`src/rtl/sertx_pkg.sv`:
```
package sertx_pkg;

  typedef enum logic [1:0] {
    SEQ_IDLE = 2'd0,
    SEQ_PRE  = 2'd1,
    SEQ_DATA = 2'd2,
    SEQ_FIN  = 2'd3
  } seq_state_e;

  localparam logic [2:0] LC_NRZ    = 3'd0;
  localparam logic [2:0] LC_NRZ_INV = 3'd1;
  localparam logic [2:0] LC_NRZI_M = 3'd2;
  localparam logic [2:0] LC_NRZI_S = 3'd3;
  localparam logic [2:0] LC_BIPH_M = 3'd4;

  localparam logic [1:0] PAT_ZERO = 2'd0;
  localparam logic [1:0] PAT_ONE  = 2'd1;
  localparam logic [1:0] PAT_ALT1 = 2'd2;
  localparam logic [1:0] PAT_ALT0 = 2'd3;

endpackage

```
`src/rtl/sertx_rst_sync.sv`:
```
module sertx_rst_sync (
  input  logic clk,
  input  logic rst_n,
  output logic rst_sync_n
);

  logic [1:0] sync_q;

  always_ff @(posedge clk or negedge rst_n) begin
    if (!rst_n) sync_q <= 2'b00;
    else        sync_q <= {sync_q[0], 1'b1};
  end

  assign rst_sync_n = sync_q[1];

endmodule

```
`src/rtl/sertx_pre_gen.sv`:
```
module sertx_pre_gen #(
  parameter int          IDX_W     = 6,
  parameter int          PRE_BASE  = 8,
  parameter int          FLAG_W    = 8,
  parameter logic [FLAG_W-1:0] FLAG_WORD = 8'h7E
) (
  input  logic [IDX_W-1:0] idx,
  input  logic [1:0]       cfg_pat,
  input  logic [1:0]       cfg_plen,
  input  logic             cfg_flag,
  output logic             pre_bit,
  output logic             pre_end
);
  import sertx_pkg::*;

  localparam int FSEL_W = (FLAG_W > 1) ? $clog2(FLAG_W) : 1;

  logic [IDX_W-1:0] len_m1;
  logic [FSEL_W-1:0] fsel;
  logic              pat_bit;

  always_comb begin
    len_m1 = IDX_W'((PRE_BASE << cfg_plen) - 1);
    pre_end = (idx == len_m1);
  end

  always_comb begin
    fsel = FSEL_W'(idx % FLAG_W);
    case (cfg_pat)
      PAT_ZERO: pat_bit = 1'b0;
      PAT_ONE:  pat_bit = 1'b1;
      PAT_ALT1: pat_bit = ~idx[0];
      default:  pat_bit = idx[0];
    endcase
    pre_bit = cfg_flag ? FLAG_WORD[fsel] : pat_bit;
  end

endmodule

```
`src/rtl/sertx_seq.sv`:
```
module sertx_seq #(
  parameter int DATA_W = 8,
  parameter int IDX_W  = 6,
  parameter int LEN_W  = 3
) (
  input  logic              clk,
  input  logic              rst_n,
  input  logic              cell_tick,
  input  logic              in_valid,
  input  logic [DATA_W-1:0] in_data,
  input  logic              in_last,
  output logic              in_ready,
  input  logic [LEN_W-1:0]  cfg_lastlen,
  input  logic              pre_bit,
  input  logic              pre_end,
  output logic [IDX_W-1:0]  idx,
  output logic              cell_first,
  output logic              cell_second,
  output logic              bit_val,
  output logic              busy
);
  import sertx_pkg::*;

  seq_state_e        st_q, st_n;
  logic              half_q, half_n;
  logic [IDX_W-1:0]  idx_q, idx_n;
  logic [DATA_W-1:0] sh_q, sh_n;
  logic              last_q, last_n;
  logic [IDX_W-1:0]  byte_m1;
  logic              in_cell;

  always_comb begin
    if (last_q && (cfg_lastlen != '0)) byte_m1 = IDX_W'(cfg_lastlen) - 1'b1;
    else                               byte_m1 = IDX_W'(DATA_W - 1);
  end

  always_comb begin
    st_n     = st_q;
    half_n   = half_q;
    idx_n    = idx_q;
    sh_n     = sh_q;
    last_n   = last_q;
    in_ready = 1'b0;
    case (st_q)
      SEQ_IDLE: begin
        if (cell_tick) begin
          in_ready = 1'b1;
          if (in_valid) begin
            st_n   = SEQ_PRE;
            sh_n   = in_data;
            last_n = in_last;
            idx_n  = '0;
            half_n = 1'b0;
          end
        end
      end
      SEQ_PRE: begin
        if (cell_tick) begin
          half_n = ~half_q;
          if (half_q) begin
            if (pre_end) begin
              st_n  = SEQ_DATA;
              idx_n = '0;
            end else begin
              idx_n = idx_q + 1'b1;
            end
          end
        end
      end
      SEQ_DATA: begin
        if (cell_tick) begin
          half_n = ~half_q;
          if (half_q) begin
            if (idx_q == byte_m1) begin
              if (last_q) begin
                st_n = SEQ_FIN;
              end else begin
                in_ready = 1'b1;
                if (in_valid) begin
                  sh_n   = in_data;
                  last_n = in_last;
                  idx_n  = '0;
                end else begin
                  st_n = SEQ_FIN;
                end
              end
            end else begin
              idx_n = idx_q + 1'b1;
              sh_n  = sh_q >> 1;
            end
          end
        end
      end
      default: begin
        if (cell_tick) st_n = SEQ_IDLE;
      end
    endcase
  end

  always_ff @(posedge clk or negedge rst_n) begin
    if (!rst_n) begin
      st_q   <= SEQ_IDLE;
      half_q <= 1'b0;
      idx_q  <= '0;
      sh_q   <= '0;
      last_q <= 1'b0;
    end else begin
      st_q   <= st_n;
      half_q <= half_n;
      idx_q  <= idx_n;
      sh_q   <= sh_n;
      last_q <= last_n;
    end
  end

  assign in_cell     = (st_q == SEQ_PRE) || (st_q == SEQ_DATA);
  assign cell_first  = cell_tick && in_cell && !half_q;
  assign cell_second = cell_tick && in_cell && half_q;
  assign bit_val     = (st_q == SEQ_PRE) ? pre_bit : sh_q[0];
  assign busy        = (st_q != SEQ_IDLE);
  assign idx         = idx_q;

endmodule

```
`src/rtl/sertx_line_enc.sv`:
```
module sertx_line_enc (
  input  logic       clk,
  input  logic       rst_n,
  input  logic [2:0] cfg_enc,
  input  logic       cell_first,
  input  logic       cell_second,
  input  logic       bit_val,
  output logic       tx_line
);
  import sertx_pkg::*;

  logic line_q, line_n;

  always_comb begin
    line_n = line_q;
    if (cell_first) begin
      case (cfg_enc)
        LC_NRZ_INV: line_n = ~bit_val;
        LC_NRZI_M:  line_n = line_q ^ bit_val;
        LC_NRZI_S:  line_n = line_q ^ ~bit_val;
        LC_BIPH_M:  line_n = ~line_q;
        default:    line_n = bit_val;
      endcase
    end else if (cell_second && (cfg_enc == LC_BIPH_M)) begin
      line_n = line_q ^ bit_val;
    end
  end

  always_ff @(posedge clk or negedge rst_n) begin
    if (!rst_n) line_q <= 1'b0;
    else        line_q <= line_n;
  end

  assign tx_line = line_q;

endmodule

```
`src/rtl/sertx_line_tx.sv`:
```
module sertx_line_tx #(
  parameter int          DATA_W    = 8,
  parameter int          PRE_BASE  = 8,
  parameter logic [7:0]  FLAG_WORD = 8'h7E,
  localparam int         LEN_W     = $clog2(DATA_W),
  localparam int         PRE_MAX   = PRE_BASE * 8,
  localparam int         IDX_W     = ($clog2(PRE_MAX) > LEN_W) ? $clog2(PRE_MAX) : LEN_W + 1
) (
  input  logic              clk,
  input  logic              rst_n,
  input  logic              cell_tick,
  input  logic              in_valid,
  input  logic [DATA_W-1:0] in_data,
  input  logic              in_last,
  output logic              in_ready,
  input  logic [1:0]        cfg_pat,
  input  logic [1:0]        cfg_plen,
  input  logic              cfg_flag,
  input  logic [2:0]        cfg_enc,
  input  logic [LEN_W-1:0]  cfg_lastlen,
  output logic              tx_line,
  output logic              busy
);

  logic             rst_sync_n;
  logic [IDX_W-1:0] idx;
  logic             pre_bit;
  logic             pre_end;
  logic             cell_first;
  logic             cell_second;
  logic             bit_val;

  sertx_rst_sync u_rst (
    .clk        (clk),
    .rst_n      (rst_n),
    .rst_sync_n (rst_sync_n)
  );

  sertx_pre_gen #(
    .IDX_W     (IDX_W),
    .PRE_BASE  (PRE_BASE),
    .FLAG_W    (8),
    .FLAG_WORD (FLAG_WORD)
  ) u_pre (
    .idx      (idx),
    .cfg_pat  (cfg_pat),
    .cfg_plen (cfg_plen),
    .cfg_flag (cfg_flag),
    .pre_bit  (pre_bit),
    .pre_end  (pre_end)
  );

  sertx_seq #(
    .DATA_W (DATA_W),
    .IDX_W  (IDX_W),
    .LEN_W  (LEN_W)
  ) u_seq (
    .clk         (clk),
    .rst_n       (rst_sync_n),
    .cell_tick   (cell_tick),
    .in_valid    (in_valid),
    .in_data     (in_data),
    .in_last     (in_last),
    .in_ready    (in_ready),
    .cfg_lastlen (cfg_lastlen),
    .pre_bit     (pre_bit),
    .pre_end     (pre_end),
    .idx         (idx),
    .cell_first  (cell_first),
    .cell_second (cell_second),
    .bit_val     (bit_val),
    .busy        (busy)
  );

  sertx_line_enc u_enc (
    .clk         (clk),
    .rst_n       (rst_sync_n),
    .cfg_enc     (cfg_enc),
    .cell_first  (cell_first),
    .cell_second (cell_second),
    .bit_val     (bit_val),
    .tx_line     (tx_line)
  );

endmodule

```
`config.mk`:
```
export PLATFORM = sky130hd
export DESIGN_NAME = sertx_line_tx
export DESIGN_NICKNAME = d
export VERILOG_FILES = /design/src/rtl/sertx_pkg.sv /design/src/rtl/sertx_rst_sync.sv /design/src/rtl/sertx_pre_gen.sv /design/src/rtl/sertx_seq.sv /design/src/rtl/sertx_line_enc.sv /design/src/rtl/sertx_line_tx.sv
export SDC_FILE = /design/constraint.sdc
export NUM_CORES = 1
export LEC_CHECK = 0
export CAP_MARGIN = 10
export CELL_PAD_IN_SITES_DETAIL_PLACEMENT = 1
export CELL_PAD_IN_SITES_GLOBAL_PLACEMENT = 1
export CORE_ASPECT_RATIO = 0.7
export CORE_MARGIN = 2
export CORE_UTILIZATION = 51
export CTS_CLUSTER_SIZE = 14
export DETAILED_ROUTE_END_ITERATION = 8
export DONT_BUFFER_PORTS = 1
export GPL_TIMING_DRIVEN = 0
export PLACE_DENSITY = 0.84
export SLEW_MARGIN = 5
export SYNTH_ARGS = -nofsm -noshare
export SYNTH_HDL_FRONTEND = slang
export SYNTH_SLANG_ARGS = --single-unit
```
`constraint.sdc`:
```
create_clock -name clk -period 3.6 [get_ports clk]
set_input_delay 0.54 -clock clk [delete_from_list [all_inputs] [get_ports clk]]
set_output_delay 0.54 -clock clk [all_outputs]
set_load 0.005 [all_outputs]
```
==> After elaboration in Yosys (flattened, before gate mapping) <==
Memory sizes are Yosys's and may differ from the RTL's.
Cells that the tools add are included.
W data, S select, Z words.
{ "totals": {"register_bits": 21, "mem_bits_ro": 8, "inputBits": 24, "output_inout_bits": 3, "word_cells": 116, "mem_count": 1} }
{ "op_classes": {"add_sub_neg": 3, "magnitude_cmp": 1, "eq_ne": 21, "n_shift": 1, "n_mux": 55, "bitwise": 6, "reduce_logical": 21} }
{ "memory_table": {"columns": ["name", "words", "word_bits", "read_ports", "rd_ports_with_merged_regs", "wr", "line", "rtl"], "rows": [
  ["(no name shown)", 8, 1, 1, 0, 0, "sertx_pre_gen.sv:35", "pre_bit = cfg_flag ? FLAG_WORD[fsel] : pat_bit;"]
]} }
{ "ops": {"columns": ["op", "count"], "rows": [
  ["$mux W6", 10],
  ["$mux W8", 6],
  ["$mux W2", 11],
  ["$mux W1", 20],
  ["$pmux W6 S3", 1],
  ["$pmux W8 S2", 1],
  ["$reduce_and A7 Y1", 2],
  ["$eq A6 B6 Y1", 2],
  ["$ne A2 B2 Y1 const B", 5],
  ["$ne A2 B1 Y1 const B", 4],
  ["$reduce_bool A2 Y1", 4],
  ["$add A6 B1 Y6 const B", 1],
  ["$eq A3 B2 Y1 const B", 2],
  ["$pmux W1 S2", 3],
  ["$pmux W2 S3", 1],
  ["$reduce_and A6 Y1", 1],
  ["$reduce_bool A3 Y1", 2],
  ["$shl A4 B2 Y6 const A", 1],
  ["$sub A6 B2 Y6 const B", 1],
  ["$logic_and A1 B1 Y1", 5],
  ["$reduce_and A5 Y1", 1],
  ["$eq A2 B1 Y1 const B", 2],
  ["$eq A2 B2 Y1 const B", 2],
  ["$logic_not A2 Y1", 2],
  ["other kinds (14)", 18]
]} }

==> Longest topological paths before layout <==
{ "logic_depth": {"word_depth": 8, "depth_mapped": 10, "depth_no_buf": 9} }

==> Hierarchy <==
From an unflattened synthesis, not the netlist that was laid out.
{ "unflattened": {"hier_cells": 166, "hier_area_um2": 1495.2} }
{ "by_module_without_submodules": {"columns": ["module", "n_inst", "cells_per_inst", "area_each_um2"], "rows": [
  ["sertx_seq", 1, 133, 1233.7],
  ["sertx_line_enc", 1, 17, 120.1],
  ["sertx_pre_gen", 1, 13, 87.6],
  ["sertx_rst_sync", 1, 3, 53.8]
]} }

==> Least setup slack after synthesis <==
Ideal clock, no wire load.
{ "synth_path": {"path_type": "input port to flip-flop", "startpoint": "input cfg_lastlen[0]", "endpoint": "register u_seq.st_q[0]", "setup_time_ns": 0.125, "arrival_ns": 2.592, "t_required_ns": 3.475, "setup_slack_ns": 0.883, "path_stages": 10, "path_buffers": 1, "cell_sequence": "inv_1 -> ha_1 -> ha_1 -> nor4bb_1 -> a22oi_1 -> a221oi_4 -> nand2b_1 -> buf_4 -> and3_1 -> mux2_2"} }
{ "synth_via": {"elab_chain_len": 6, "word_cells_on_any_way": 7, "cone_classes": "add/sub (1); eq/ne (2); mux (1); reduce/logical (3)"} }
{ "synth_rtl": {"columns": ["item", "line", "rtl"], "rows": [
  ["start, declared", "sertx_line_tx.sv:20", "input logic [LEN_W-1:0] cfg_lastlen,"],
  ["parallel branches: the longest is 2 deep, another holds $sub A3 B1 Y4", null, null],
  ["$mux W6 *", "sertx_seq.sv:33", "if (last_q && (cfg_lastlen != '0)) byte_m1 = IDX_W'(cfg_lastlen) - 1'b1;"],
  ["$eq A6 B6 Y1 *", "sertx_seq.sv:74", "if (idx_q == byte_m1) begin"],
  ["$ne A2 B1 Y1 (no line) *", null, null],
  ["$reduce_and A7 Y1 (no line) *", null, null],
  ["end signal, assigned", "sertx_seq.sv:108", "st_q <= st_n;"],
  ["end, declared", "sertx_seq.sv:24", "seq_state_e st_q, st_n;"]
]} }
Every way passes the cells marked *.
A chain may end at the register's enable or synchronous reset.

==> Worst setup path in the final report <==
{ "layout_path": {"startpoint": "input cfg_lastlen[0]", "endpoint": "output in_ready"} }
{ "layout_via": {"elab_chain_len": 8, "word_cells_on_any_way": 9, "cone_classes": "add/sub (1); eq/ne (1); mux (5); reduce/logical (2)"} }
{ "layout_rtl": {"columns": ["item", "line", "rtl"], "rows": [
  ["parallel branches: the longest is 2 deep, another holds $sub A3 B1 Y4", null, null],
  ["$mux W6 *", "sertx_seq.sv:33", null],
  ["$eq A6 B6 Y1 *", "sertx_seq.sv:74", null],
  ["$mux W1 *", "sertx_seq.sv:74", null],
  ["$mux W1 *", "sertx_seq.sv:73", "if (half_q) begin"],
  ["$mux W1 *", "sertx_seq.sv:71", "if (cell_tick) begin"],
  ["$pmux W1 S2 *", "sertx_seq.sv:44", "case (st_q)"],
  ["end, declared", "sertx_line_tx.sv:15", "output logic in_ready,"]
]} }
Marked as above.

==> results.py <==
metrics = {
    "global_routing": {
        "grt_pass1_vias": 1455,
        "grtUsageTotal_pct": 24.3,
        "grt_antenna_before_repair": 0,
        "grt_start_max_net_pins": 20,
        "grt_pass1_wl_um": 6870,
        "grt_overflow_total": 0,
    },
    "timing": {
        "slew_headroom_pct": 45.8,
        "tns_ps": 0,
        "setup_ws_ps": 712,
        "setup_viol": 0,
        "hold_viol": 0,
        "max_slew.worst_pin.slew_ps": 814,
        "rsz0062_at_grt": "no",
        "fmax_ghz": 0.346,
        "whs_ps": 337,
        "fin_skew_ps": 4.46,
        "fin_crit_sh_pct": 80.2,
        "slew_viol_final": 0,
        "period_minus_slack_ps": 2890,
    },
    "critical_path": {
        "startpoint_type": "primary input",
        "cp-end-kind": "output pin",
        "arrival_ps": 2350,
        "critPathMaxFanout": 8,
        "required_ps": 3060,
        "worst-setup-path-type": "primary input to output pin",
    },
    "clocking": {
        "cts_root_buf": "clkbuf_8",
        "insertion_delay_ps": 260,
        "clock_path_buffers": 2,
        "cts_buffers": 3,
        "cts_tree": "yes",
        "htree_levels": 1,
        "cts.clk_slew.worst_paths_ps": 80,
        "cts.sinks": 21,
        "post_cts_resized": 0,
    },
    "power": {
        "swShare_pct": 46.9,
        "switching_power_uw": 624,
        "p_leak_nw": 0.761,
        "p_int_uw": 706,
        "power_density_nw_per_um2": 766,
        "clockPowerShare_pct": 11.8,
        "p_seq_share_pct": 31.5,
        "pwr-share-comb_pct": 56.7,
        "peakVddDrop_mv": 0.329,
    },
    "floorplanning": {
        "dieHeight_um": 51.4,
        "core_region_area_um2": 3110,
        "core.rowCount": 17,
        "die_w_um": 71.7,
        "start_util_pct": 52.6,
        "dieArea_um2": 3680,
        "io_pins": 27,
    },
    "route": {
        "totalWireLength_um": 4190,
        "first_iter_violations": 77,
        "drc": 0,
        "ant_nets": 0,
        "viasPerCell": 6.37,
        "first_pass_iters": 4,
        "wl_per_cell_um": 18.3,
        "via_count": 1458,
    },
    "synth": {
        "seq_area_frac_synth_pct": 32.2,
        "synth-main-ff-cell": "dfrtp_1",
        "yosys_warnings": 0,
        "ys_async_sr_fraction_pct": 100,
        "synthesis.area_um2": 1630,
        "synth_cell_type_count": 56,
        "synth_area_per_cell_um2": 8.79,
        "synth_nets": 218,
        "netlist_instances": 186,
        "synth_edf_count": 0,
        "ys_seq_elements": 21,
    },
    "placement": {
        "port_buffers": 0,
        "placed_area_um2": 1680,
        "place_ws_ps": 630,
        "dp_hpwl_um": 3180,
        "gp_congestion": 0.842,
    },
    "outcome": {
        "outcome": "complete, no violations",
    },
    "final_layout": {
        "drive_gt1_share_pct": 7.85,
        "layout_commonest_cell": "dfrtp_1",
        "seq_area_um2": 526,
        "layout_common_cells": "21 x dfrtp_1, 20 x inv_1, 13 x nand2_1, 9 x a22oi_1, 9 x nor2_1",
        "final_util_pct": 55.9,
        "fillers": 377,
        "final_nets": 224,
        "design_area_um2": 1740,
        "area_delta_synth_final_pct": 6.28,
        "antennaDiodeCount": 0,
        "multi_input_area_um2": 998,
    },
    "flow_run": {
        "maxCapViolCount": 0,
    },
    "worst_hold_path": {
        "hold_class": "flop to asynchronous set/reset pin",
    },
}
final timing paths:
| kind | start | endpoint | slack (ps) | depth (start not counted) |
|---|---|---|---|---|
| max | cfg_lastlen[0] | in_ready | 710 | 8 |
| min | u_rst.sync_q[1]$_DFF_PN0_ | u_seq.sh_q[2]$_DFFE_PN0P_ | 340 | 0 |
| max reg2reg | u_seq.idx[3]$_DFFE_PN0P_ | u_seq.st_q[1]$_DFFE_PN0P_ | 1140 | 7 |
| min reg2reg | u_rst.sync_q[1]$_DFF_PN0_ | u_seq.sh_q[2]$_DFFE_PN0P_ | 340 | 0 |
| max in group asynchronous | u_rst.sync_q[1]$_DFF_PN0_ | u_seq.idx[5]$_DFFE_PN0P_ | 2760 | 0 |
| min in group clk | u_rst.sync_q[0]$_DFF_PN0_ | u_rst.sync_q[1]$_DFF_PN0_ | 360 | 0 |
cell usage after synthesis, drive strengths merged (4+ instances only):
| cell type | n | area (µm²) |
|---|---|---|
| dfrtp | 21 | 526 |
| inv | 20 | 75.1 |
| nand2 | 13 | 48.8 |
| o21ai | 10 | 53.8 |
| a22oi | 9 | 67.6 |
| nor2 | 9 | 33.8 |
| ha | 8 | 100 |
| o22ai | 7 | 43.8 |
| nand3 | 5 | 25.0 |
| nor2b | 5 | 31.3 |
| a21oi | 4 | 20.0 |
| a31oi | 4 | 31.3 |
| and3 | 4 | 25.0 |
| clkbuf | 4 | 15.0 |
| mux2 | 4 | 45.0 |
| nand2b | 4 | 25.0 |
metrics by stage:
step                      cells  total power, mW
after floorplan             186            0.978
after global placement      224             1.11
after detailed placement    224             1.16
after CTS                   229             1.33
after global routing        229             1.44
final                       229             1.33
power by group through the flow:
stage | clock [mW] | combinational [mW] | sequential (mW)
5_1_grt | 0.170 | 0.843 | 0.430
2_1_floorplan | 0 | 0.589 | 0.389
6_report | 0.157 | 0.754 | 0.419
3_5_place_dp | 0 | 0.743 | 0.421
3_3_place_gp | 0 | 0.702 | 0.411
4_1_cts | 0.161 | 0.752 | 0.417
area by class of cell:
type                    instances  share of cell area (%)
plain buffers                   7                    2.02
flip-flops and latches         21                    30.3
repair buffers                  1                   0.576
clock buffers                   4                    2.59
inverters                      20                    4.32
well taps                      38                    2.74
multi-input cells             138                    57.5
worst max-delay path, cell delays in order:
cell	delay, ps
inv_1	20
ha_1	190
ha_1	320
nor4bb_1	290
a22oi_1	180
a221oi_4	450
a41oi_1	170
nor2b_1	190
timing repair:
item | 4_1_cts | 5_1_grt
hold endpoints to repair | 2 | 0
hold buffers | 1 | 0
setup buffers | 0 | 0
routing by layer:
metal / wire length (µm) / share of wire [%] / up-vias / global-route usage (%)
met5: 0 / 0 / - / 0
met4: 25 / 0.60 / 0 / 4.72
met3: 191 / 4.6 / 2 / 4.73
met2: 1830 / 44 / 30 / 37.2
met1: 2140 / 51 / 724 / 35.7
li1: - / - / 702 / -
state kept, by name (all words and copies together) (netlist names):
signal         flops
u_seq.sh_q         8
u_seq.idx          6
u_rst.sync_q       2
u_seq.st_q         2
u_enc.tx_line      1
u_seq.half_q       1
u_seq.last_q       1
kinds of logic (layout without fill, tap and decap cells):
kind of cell             Yosys count  in the layout  synth area share (%)
XOR/XNOR                           4              4                  2.14
other                              1              1                 0.229
AO/OA/AOI/OAI                     60             60                  28.3
AND/OR/NAND/NOR                   59             59                  20.4
buffers and inverters             27             32                  6.74
flip-flops                        21             21                  32.2
multiplexers                       6              6                  3.98
adder cells (fa/ha/maj)            8              8                  6.13
(Power assumes the default switching activity.)
